`config.mk`:
```
export PLATFORM = sky130hd
export DESIGN_NAME = memwait_ctrl
export DESIGN_NICKNAME = d
export VERILOG_FILES = /design/src/rtl/memwait_pkg.sv /design/src/rtl/memwait_lut.sv /design/src/rtl/memwait_cnt.sv /design/src/rtl/memwait_ctrl.sv
export SDC_FILE = /design/constraint.sdc
export NUM_CORES = 1
export LEC_CHECK = 0
export BUFFER_PORTS_ARGS = -buffer_cell sky130_fd_sc_hd__buf_2
export CORE_UTILIZATION = 35
export CTS_CLUSTER_DIAMETER = 30
export DETAILED_ROUTE_END_ITERATION = 10
export PLACE_DENSITY = 0.6
export REMOVE_ABC_BUFFERS = 1
export SLEW_MARGIN = 10
export SYNTH_ARGS = -nofsm -noshare
export SYNTH_HDL_FRONTEND = slang
export SYNTH_SLANG_ARGS = --single-unit
export TNS_END_PERCENT = 5
```
`constraint.sdc`:
```
create_clock -name clk -period 2.55 [get_ports clk]
set_input_delay 0.1275 -clock clk [delete_from_list [all_inputs] [get_ports clk]]
set_output_delay 0.1275 -clock clk [all_outputs]
set_load 0.05 [all_outputs]
```
`src/rtl/memwait_pkg.sv`:
```
package memwait_pkg;

    typedef enum logic [1:0] {
        RGN_IO     = 2'd0,
        RGN_SRAM   = 2'd1,
        RGN_EEPROM = 2'd2,
        RGN_EXT    = 2'd3
    } region_e;

    typedef enum logic {
        ST_IDLE = 1'b0,
        ST_WAIT = 1'b1
    } state_e;

    // Context of the access currently held by the controller
    typedef struct packed {
        logic is_wr;
        logic brst;
    } ctx_s;

    // Fixed latencies (cycles) and read burst beat intervals
    localparam int IO_LAT      = 1;
    localparam int SRAM_RD_LAT = 2;
    localparam int SRAM_WR_LAT = 1;
    localparam int EE_RD_LAT   = 3;
    localparam int EE_WR_LAT   = 1;
    localparam int IO_GAP      = 1;
    localparam int SRAM_GAP    = 1;
    localparam int EE_GAP      = 2;

endpackage

```
`src/rtl/memwait_lut.sv`:
```
module memwait_lut
    import memwait_pkg::*;
#(
    parameter int CFG_W = 4
) (
    input  region_e              rgn,
    input  logic                 is_wr,
    input  logic [CFG_W-1:0]     ext_rd_cfg,
    input  logic [CFG_W-1:0]     ext_wr_cfg,
    output logic [CFG_W-1:0]     lat,
    output logic [CFG_W-1:0]     gap
);
    localparam int NCFG = 2;

    logic [CFG_W-1:0] cfg_raw [NCFG];
    logic [CFG_W-1:0] cfg_eff [NCFG];

    assign cfg_raw[0] = ext_rd_cfg;
    assign cfg_raw[1] = ext_wr_cfg;

    // A programmed count of zero behaves as a single cycle
    for (genvar i = 0; i < NCFG; i++) begin : g_clamp
        assign cfg_eff[i] = (cfg_raw[i] == '0) ? CFG_W'(1) : cfg_raw[i];
    end

    always_comb begin
        lat = CFG_W'(IO_LAT);
        gap = CFG_W'(IO_GAP);
        case (rgn)
            RGN_IO: begin
                lat = CFG_W'(IO_LAT);
                gap = CFG_W'(IO_GAP);
            end
            RGN_SRAM: begin
                lat = is_wr ? CFG_W'(SRAM_WR_LAT) : CFG_W'(SRAM_RD_LAT);
                gap = CFG_W'(SRAM_GAP);
            end
            RGN_EEPROM: begin
                lat = is_wr ? CFG_W'(EE_WR_LAT) : CFG_W'(EE_RD_LAT);
                gap = CFG_W'(EE_GAP);
            end
            RGN_EXT: begin
                lat = is_wr ? cfg_eff[1] : cfg_eff[0];
                gap = cfg_eff[0];
            end
            default: begin
                lat = CFG_W'(IO_LAT);
                gap = CFG_W'(IO_GAP);
            end
        endcase
    end

endmodule

```
`src/rtl/memwait_cnt.sv`:
```
module memwait_cnt #(
    parameter int CNT_W = 4
) (
    input  logic             clk,
    input  logic             rst,
    input  logic             load,
    input  logic [CNT_W-1:0] load_val,
    input  logic             dec,
    output logic             zero
);
    logic [CNT_W-1:0] cnt_q;

    always_ff @(posedge clk) begin
        if (rst) begin
            cnt_q <= '0;
        end else if (load) begin
            cnt_q <= load_val;
        end else if (dec && (cnt_q != '0)) begin
            cnt_q <= cnt_q - CNT_W'(1);
        end
    end

    assign zero = (cnt_q == '0);

endmodule

```
`src/rtl/memwait_ctrl.sv`:
```
module memwait_ctrl
    import memwait_pkg::*;
#(
    parameter int CFG_W = 4
) (
    input  logic             clk,
    input  logic             rst,
    input  logic             req_i,
    input  logic             we_i,
    input  logic [1:0]       region_i,
    input  logic             burst_i,
    input  logic [CFG_W-1:0] ext_rd_cyc_i,
    input  logic [CFG_W-1:0] ext_wr_cyc_i,
    output logic             busy_o,
    output logic             rvalid_o,
    output logic             wack_o
);
    localparam int CNT_W = CFG_W;

    region_e          rgn;
    logic [CNT_W-1:0] acc_lat;
    logic [CNT_W-1:0] acc_gap;

    state_e           state_q, state_d;
    ctx_s             ctx_q, ctx_d;
    logic [CNT_W-1:0] gap_q, gap_d;
    logic             rvalid_q, wack_q;

    logic             accept;
    logic             fire;
    logic             fire_wr;
    logic             cont;
    logic             cnt_load;
    logic             cnt_dec;
    logic             cnt_zero;
    logic [CNT_W-1:0] cnt_val;

    assign rgn = region_e'(region_i);

    memwait_lut #(
        .CFG_W (CFG_W)
    ) u_lut (
        .rgn        (rgn),
        .is_wr      (we_i),
        .ext_rd_cfg (ext_rd_cyc_i),
        .ext_wr_cfg (ext_wr_cyc_i),
        .lat        (acc_lat),
        .gap        (acc_gap)
    );

    memwait_cnt #(
        .CNT_W (CNT_W)
    ) u_cnt (
        .clk      (clk),
        .rst      (rst),
        .load     (cnt_load),
        .load_val (cnt_val),
        .dec      (cnt_dec),
        .zero     (cnt_zero)
    );

    always_comb begin
        accept   = req_i && (state_q == ST_IDLE);
        fire     = 1'b0;
        fire_wr  = 1'b0;
        cont     = 1'b0;
        cnt_load = 1'b0;
        cnt_dec  = 1'b0;
        cnt_val  = '0;
        state_d  = state_q;
        ctx_d    = ctx_q;
        gap_d    = gap_q;
        case (state_q)
            ST_IDLE: begin
                if (accept) begin
                    ctx_d.is_wr = we_i;
                    ctx_d.brst  = burst_i && !we_i;
                    gap_d       = acc_gap;
                    if (acc_lat == CNT_W'(1)) begin
                        // Completes on this edge; may open a burst
                        fire    = 1'b1;
                        fire_wr = we_i;
                        cont    = ctx_d.brst;
                        if (cont) begin
                            state_d  = ST_WAIT;
                            cnt_load = 1'b1;
                            cnt_val  = acc_gap - CNT_W'(1);
                        end
                    end else begin
                        state_d  = ST_WAIT;
                        cnt_load = 1'b1;
                        cnt_val  = acc_lat - CNT_W'(2);
                    end
                end
            end
            ST_WAIT: begin
                if (cnt_zero) begin
                    fire    = 1'b1;
                    fire_wr = ctx_q.is_wr;
                    cont    = ctx_q.brst && burst_i;
                    if (cont) begin
                        cnt_load = 1'b1;
                        cnt_val  = gap_q - CNT_W'(1);
                    end else begin
                        state_d = ST_IDLE;
                    end
                end else begin
                    cnt_dec = 1'b1;
                end
            end
            default: state_d = ST_IDLE;
        endcase
    end

    always_ff @(posedge clk) begin
        if (rst) begin
            state_q  <= ST_IDLE;
            ctx_q    <= '0;
            gap_q    <= '0;
            rvalid_q <= 1'b0;
            wack_q   <= 1'b0;
        end else begin
            state_q  <= state_d;
            ctx_q    <= ctx_d;
            gap_q    <= gap_d;
            rvalid_q <= fire && !fire_wr;
            wack_q   <= fire && fire_wr;
        end
    end

    assign busy_o   = (state_q == ST_WAIT);
    assign rvalid_o = rvalid_q;
    assign wack_o   = wack_q;

endmodule

```
==> metrics.md, run 1 <==
| Metric | Value |
|---|---|
| Status | finished clean |
| Post-synth EDFFs | 0 |
| Rel. slew slack | 57.3% |
| Clock root cell | clkbuf_4 |
| Gpl congestion | 0.810 |
| Switching part of the total | 35.5% |
| Register bit total from synthesis | 13 |
| Pin slew with the least headroom to its limit | 0.639 ns |
| Leakage | 0.000452 uW |
| Post-layout util | 42.2% |
| Area contributors post-synth | dfxtp_1, ha_1, a21oi_1, nand2_1, and3_1 |
| Synth Area in XOR/XNOR | 2.84% |
| N_diodes | 0 |
| Die height | 53.4 um |
| Initial antenna violation count | 0 |
| I/O Pins | 18 |
| Worst-path clk slew | 0.08 ns |
| Final Hold Fails | 0 |
| CTS resizes | 0 |
| CTS Buf Count | 3 |
| GRT Total Usage | 16.6% |
| Total die area | 0.00285 mm^2 |
| Top cell type's share of synthesized area | 28.1% |
| Worst VDD drop | 0.000321 V |
| Library cells used by synthesis | 40 |
| Overflow after GRT | 0 |
| Clock Power Share | 22.6% |
| Post CTS Setup Buffer Count | 0 |
| Fraction of layout cells with a size suffix above 1 | 21.5% |
| Reg-to-Reg Start | u_cnt.cnt_q[0] |
| Combinational share of power | 35.2% |
| Hold path depth | 2 |
| Post-synthesis async set-or-reset flop share | 0% |
| CTS tree | built |
| Max-Cap Viols | 0 |
| Starting density of the core | 37.3% |
| Crit path launch type | flip-flop |
| Post-DP HPWL | 1620 um |
| Part of the Yosys area used for sequential elements | 28.1% |
| Nets | 150 |
| Routed vias | 853 |
| Top_reg_cell synth | dfxtp_1 |
| Core area | 0.00248 mm^2 |
| Total clock sinks | 13 |
| Period minus WS final | 2.06 ns |
| Synthesized area | 925 um^2 |
| Row count | 18 |
| Fmax | 487 MHz |
| Critical path data required time | 2.73 ns |
| Post-Place Setup Slack | 0.521 ns |
| Skew-Pair Late Insertion Delay | 0.28 ns |
| Combinational family with the most area after synthesis | compound AO/OA/AOI/OAI gates |
| Multi-input logic area | 604 um^2 |
| Psw | 202 uW |
| First-pass GRT wire length | 3340 um |
| RSZ-0062 raised after global routing | no |
| Detailed Route Iter0 Violations | 6 |
| Detailed Routing Iterations Pass 1 | 4 |
| Post-route ant nets | 0 |
| Hold_ws | 0.147 ns |
| Synth-to-Final Area Change | 13.0% |
| Hold endpoint | u_cnt.cnt_q[0] |
| Routed WL | 2020 um |
| Cell-internal power | 366 uW |
| R2R Setup Slk | 0.49 ns |
| Syn Inst Count | 115 |
| Hold Buf Count CTS | 0 |
| Post-synth top area cell | dfxtp_1 |
| Reg power frac | 42.2% |
| Vias per Instance | 5.33 |
| Vias in the first global route | 757 |
| Crit-path max FO | 6 |
| Synth Area per Inst | 8.04 um^2 |
| Mux share of post-synthesis cell area | 3.25% |
| H-tree Lvls | 1 |
| Synth warn | 0 |
| Post-Synth Simple-Gate Area | 24.1% |
| Critical path capture point type | flip-flop |
| Pin count of the biggest net entering global routing | 13 |
| Fin cells | 160 |
| Post-Synth Adder-Cell Area | 5.41% |
| Pwr Density | 544 mW/mm^2 |
| Final WS setup | 0.495 ns |
| Setup TNS | 0 ns |
| Final max-slew violation count | 0 |
| Number of port buffers | 17 |
| Complex-gate fraction of the synthesized area | 29.8% |
| Arr. time, crit path | 2.24 ns |
| Register area | 260 um^2 |
| Clock Path Buffers | 2 |
| Critical path type | flip-flop to flip-flop |
| R2R Path End | u_cnt.cnt_q[2] |
| Die X | 53.4 um |
| Register-to-Register Path Depth | 8 |
| Wirelength per Cell | 12.7 um |
| Cell count after placement | 156 |
| DRC Markers | 0 |
| Clock skew | 0.00207 ns |
| Setup Viol. Count Final | 0 |
| Min-Delay Startpoint | rst |
| Number of fill cells | 260 |
| Hold Path Class | input pin to flip-flop |
| Final period util | 80.6% |
## cell families after synthesis
family | count (synthesis)
AO/OA/AOI/OAI | 36
XOR/XNOR | 3
adder cells (fa/ha/maj) | 4
buffers and inverters | 14
flip-flops | 13
multiplexers | 2
AND/OR/NAND/NOR | 43
## synth_stat cells (all sizes together), types with 2 or more instances
master,n
and3,5
nand2b,4
a21oi,9
xor2,2
a211oi,2
o21ai,8
mux2,2
a31oi,2
ha,4
a21o,2
clkbuf,5
nand3,3
nor2,8
o211ai,3
nand2,9
a32o,2
dfxtp,13
nor2b,2
and2,3
inv,8
nor3,4
## area by class of cell
type / instances / area share [%]
Timing Repair Buffer: 17 / 8.14
Clock buffer: 3 / 2.16
Multi-Input combinational cell: 88 / 57.8
Tap cell: 30 / 3.59
Inverter: 8 / 2.87
Clock inverter: 1 / 0.479
Sequential cell: 13 / 24.9
## sequential cells by signal, summed over array words and instances (netlist names)
name         flops
u_cnt.cnt_q      4
wack_o           1
ctx_q            2
gap_q            4
busy_o           1
rvalid_o         1
## how the worst max path moves through the flow
stage / startpoint / endpoint / cells after the start
2_1_floorplan: busy_o / u_cnt.cnt_q[2] / 5
3_3_place_gp: u_cnt.cnt_q[0] / u_cnt.cnt_q[2] / 8
3_5_place_dp: u_cnt.cnt_q[0] / u_cnt.cnt_q[2] / 8
4_1_cts: u_cnt.cnt_q[0] / u_cnt.cnt_q[2] / 8
5_1_grt: u_cnt.cnt_q[0] / u_cnt.cnt_q[2] / 8
6_report: u_cnt.cnt_q[0] / u_cnt.cnt_q[2] / 8
## layer usage
layer	vias up	wire [um]	track usage [%]
li1	448	-	-
met1	395	965	19.7
met2	8	977	27.3
met3	2	65	6.03
met4	0	15	5.26
met5	-	0	0
## layout by cell type (no fill, tap or decap), types with 4 or more instances in the layout
master / n
nor2_1: 8
and3_1: 5
dfxtp_1: 13
a21oi_1: 9
nor3_1: 4
ha_1: 4
nand2_1: 9
inv_1: 8
o21ai_0: 6
buf_2: 17
nand2b_1: 4
## power groups by stage
stage | clock network, uW | logic, uW | registers (uW)
floorplan | 0 | 132 | 255
global placement | 0 | 196 | 243
finish | 128 | 200 | 240
global route | 145 | 225 | 242
detailed placement | 0 | 199 | 244
CTS | 134 | 200 | 239
## worst max-delay path: stages, from the launching register on
cell,delay (ns)
dfxtp_1,0.33
inv_1,0.09
ha_1,0.17
nand2b_1,0.09
nor3b_1,0.39
and3_1,0.29
or2_1,0.23
o221ai_1,0.14
a32o_1,0.22
## through the flow
step | power (uW) | cell area [um^2]
3_3_place_gp | 440 | 1020
3_5_place_dp | 442 | 1020
4_1_cts | 573 | 1040
2_1_floorplan | 387 | 895
6_report | 568 | 1040
5_1_grt | 612 | 1040
Power figures use the tool's default switching activity.
==> inputs of run 2 (changes only) <==
ABC_AREA = 1   (was not set)
PLACE_DENSITY = 0.61   (was 0.6)
clock period = 1.65 ns   (was 2.55 ns; I/O delays follow)
==> run 2 against run 1 <==
  * The run now ends with design-rule violations left
  * Die area up 15%
  * Clock-buffer cell count stayed put
  * Final area is 19% higher
  * Fmax rose by 34%
  * Synthesized cell count is 41% higher
  * Cell count rose by 34%
  * Flip-flop and latch count did not move
  * Sequential share of layout area shrank 3.9 points
  * Largest power group is now combinational cells
==> metrics.md, run 2 <==
| Metric | Value |
|---|---|
| Clock root cell | clkbuf_4 |
| Arr. time, crit path | 1.76 ns |
| Synth-to-Final Area Change | 15.9% |
| Synth warn | 0 |
| Post-synthesis async set-or-reset flop share | 0% |
| Synth cell count leaders | nand2_1, inv_1, nand3_1, dfxtp_1, nor2_1 |
| Top_reg_cell synth | dfxtp_1 |
| Worst-path clk slew | 0.09 ns |
| CP max stage delay | 0.32 ns |
| Critical path data required time | 1.88 ns |
| Initial antenna violation count | 0 |
| Vias per Instance | 4.73 |
| Wirelength per Cell | 10.8 um |
| Pin slew with the least headroom to its limit | 0.289 ns |
| Fmax | 654 MHz |
| Cell count after placement | 210 |
| CP cell instances | inv_2 -> ha_2 -> nand2_1 -> nor2_2 -> nand2_2 -> nor2_4 -> inv_4 -> or2_1 -> nand2_1 -> nand2_1 -> nand2_1 |
| Gpl congestion | 0.873 |
| Total clock sinks | 13 |
| Crit path launch type | flip-flop |
| Detailed Routing Iterations Pass 1 | 7 |
| Most frequent cells in the layout | nand2_1, inv_1, nand3_1 |
| Fin cells | 215 |
| First-pass GRT wire length | 3970 um |
| Hold Path Class | input pin to flip-flop |
| Core area | 0.00283 mm^2 |
| GRT Total Usage | 15.7% |
| Final Hold Fails | 0 |
| Skew-Pair Late Insertion Delay | 0.28 ns |
| Regs by FF count | gap_q (4), u_cnt.cnt_q (4), ctx_q (2) |
| Max-Cap Viols | 0 |
| Starting density of the core | 37.9% |
| Leakage | 0.000633 uW |
| I/O Pins | 18 |
| Pin count of the biggest net entering global routing | 11 |
| Fraction of layout cells with a size suffix above 1 | 29.3% |
| Status | complete, but fails checks |
| Syn Inst Count | 162 |
| Routed WL | 2310 um |
| Post-synth top area cell | dfxtp_1 |
| Final period util | 92.7% |
| Area contributors post-synth | dfxtp_1, nand2_1, inv_1, nand3_1, nand3_4 |
| CP top delay family | simple AND/OR/NAND/NOR gates |
| Crit-path max FO | 6 |
| Top-count cell post-synth | nand2_1 |
| Total die area | 0.00329 mm^2 |
| Register bit total from synthesis | 13 |
| Critical path type | flip-flop to flip-flop |
| Setup Viol. Count Final | 0 |
| Vias in the first global route | 960 |
| Library cells used by synthesis | 29 |
| N_diodes | 0 |
| Overflow after GRT | 0 |
| DRC Markers | 2 |
| Synth Area per Inst | 6.61 um^2 |
| Post-route ant nets | 0 |
| CTS Buf Count | 3 |
| Period minus WS final | 1.53 ns |
| Die X | 57.3 um |
| Clock Path Buffers | 2 |
| CP bufs+invs | 2 |
| Number of port buffers | 17 |
| Die height | 57.3 um |
| Violated checks | design-rule violations |
| Final max-slew violation count | 0 |
| Post-DP HPWL | 1890 um |
| Post-layout util | 43.9% |
| CTS tree | built |
| Clock skew | 0.00758 ns |
| Critical Path Slowest Stage Cell | dfxtp_1 |
| Worst VDD drop | 0.000602 V |
| Routed vias | 1018 |
| Nets | 204 |
| Post-synth EDFFs | 0 |
| Most Frequent Cell on Critical Path | nand2_1 |
| H-tree Lvls | 1 |
| Row count | 19 |
| Synthesized area | 0.00107 mm^2 |
| Detailed Route Iter0 Violations | 39 |
| Most common cell after layout, fill and taps aside | nand2_1 |
| Pwr Density | 797 mW/mm^2 |
| Top cell type's share of synthesized area | 24.3% |
| Critical path capture point type | flip-flop |
| Rel. slew slack | 80.5% |
| Part of the Yosys area used for sequential elements | 24.3% |
==> run 2: final cells by class <==
class	count	area (um^2)
sequential	13	260
timing repair buffer	20	108
tap	31	38.8
multi-input combinational	115	677
clock inverter	1	5.00
fill	292	1590
clock buffer	3	22.5
inverter	32	130
==> run 2: routing by layer <==
layer	GRT usage [%]	wire, um	up-vias
met5	0	0	-
met2	27.4	1110	10
met4	3.14	9	0
li1	-	-	552
met1	19.2	1110	454
met3	4.76	81	2
==> run 2: logic make-up (layout without fill, tap and decap cells) <==
| family | after synthesis | in the layout | synth area share [%] |
|---|---|---|---|
| AO/OA/AOI/OAI | 20 | 20 | 12.6 |
| XOR/XNOR | 4 | 4 | 3.27 |
| adder cells (fa/ha/maj) | 4 | 4 | 4.67 |
| buffers and inverters | 34 | 56 | 13.4 |
| flip-flops | 13 | 13 | 24.3 |
| AND/OR/NAND/NOR | 87 | 87 | 41.7 |
==> run 2: final timing paths <==
path / start / depth (start not counted) / slack, ns / endpoint
setup / recovery: u_cnt.cnt_q[0] / 11 / 0.12 / u_cnt.cnt_q[1]
hold / removal: rst / 2 / 0.04 / busy_o
setup reg to reg: u_cnt.cnt_q[0] / 11 / 0.12 / u_cnt.cnt_q[1]
hold reg to reg: ctx_q[1] / 2 / 0.47 / ctx_q[1]
==> run 2: where the power goes <==
group	switching (uW)	internal, uW
Combinational	254	156
Sequential	27.4	350
Clock	111	90.0
==> run 2: what timing repair did <==
action                                 in CTS  in global routing
endpoints found under the hold margin       0                  0
buffers inserted                            0                  1
hold buffers                                0                  0
setup endpoints to repair                   0                  1
gates resized for setup                     0                  6
==> run 2: stage by stage <==
stage | area [um^2] | setup WS (ns) | total power, uW | TNS (ns) | hold slack [ns]
6_report | 1240 | 0.120 | 989 | 0 | 0.0407
5_1_grt | 1240 | -0.00999 | 1070 | -0.00999 | 0.0310
4_1_cts | 1220 | 0.104 | 985 | 0 | 0.0320
3_5_place_dp | 1190 | 0.127 | 778 | 0 | 0.336
3_3_place_gp | 1190 | 0.176 | 770 | 0 | 0.333
2_1_floorplan | 1050 | 0.0994 | 679 | 0 | 0.146
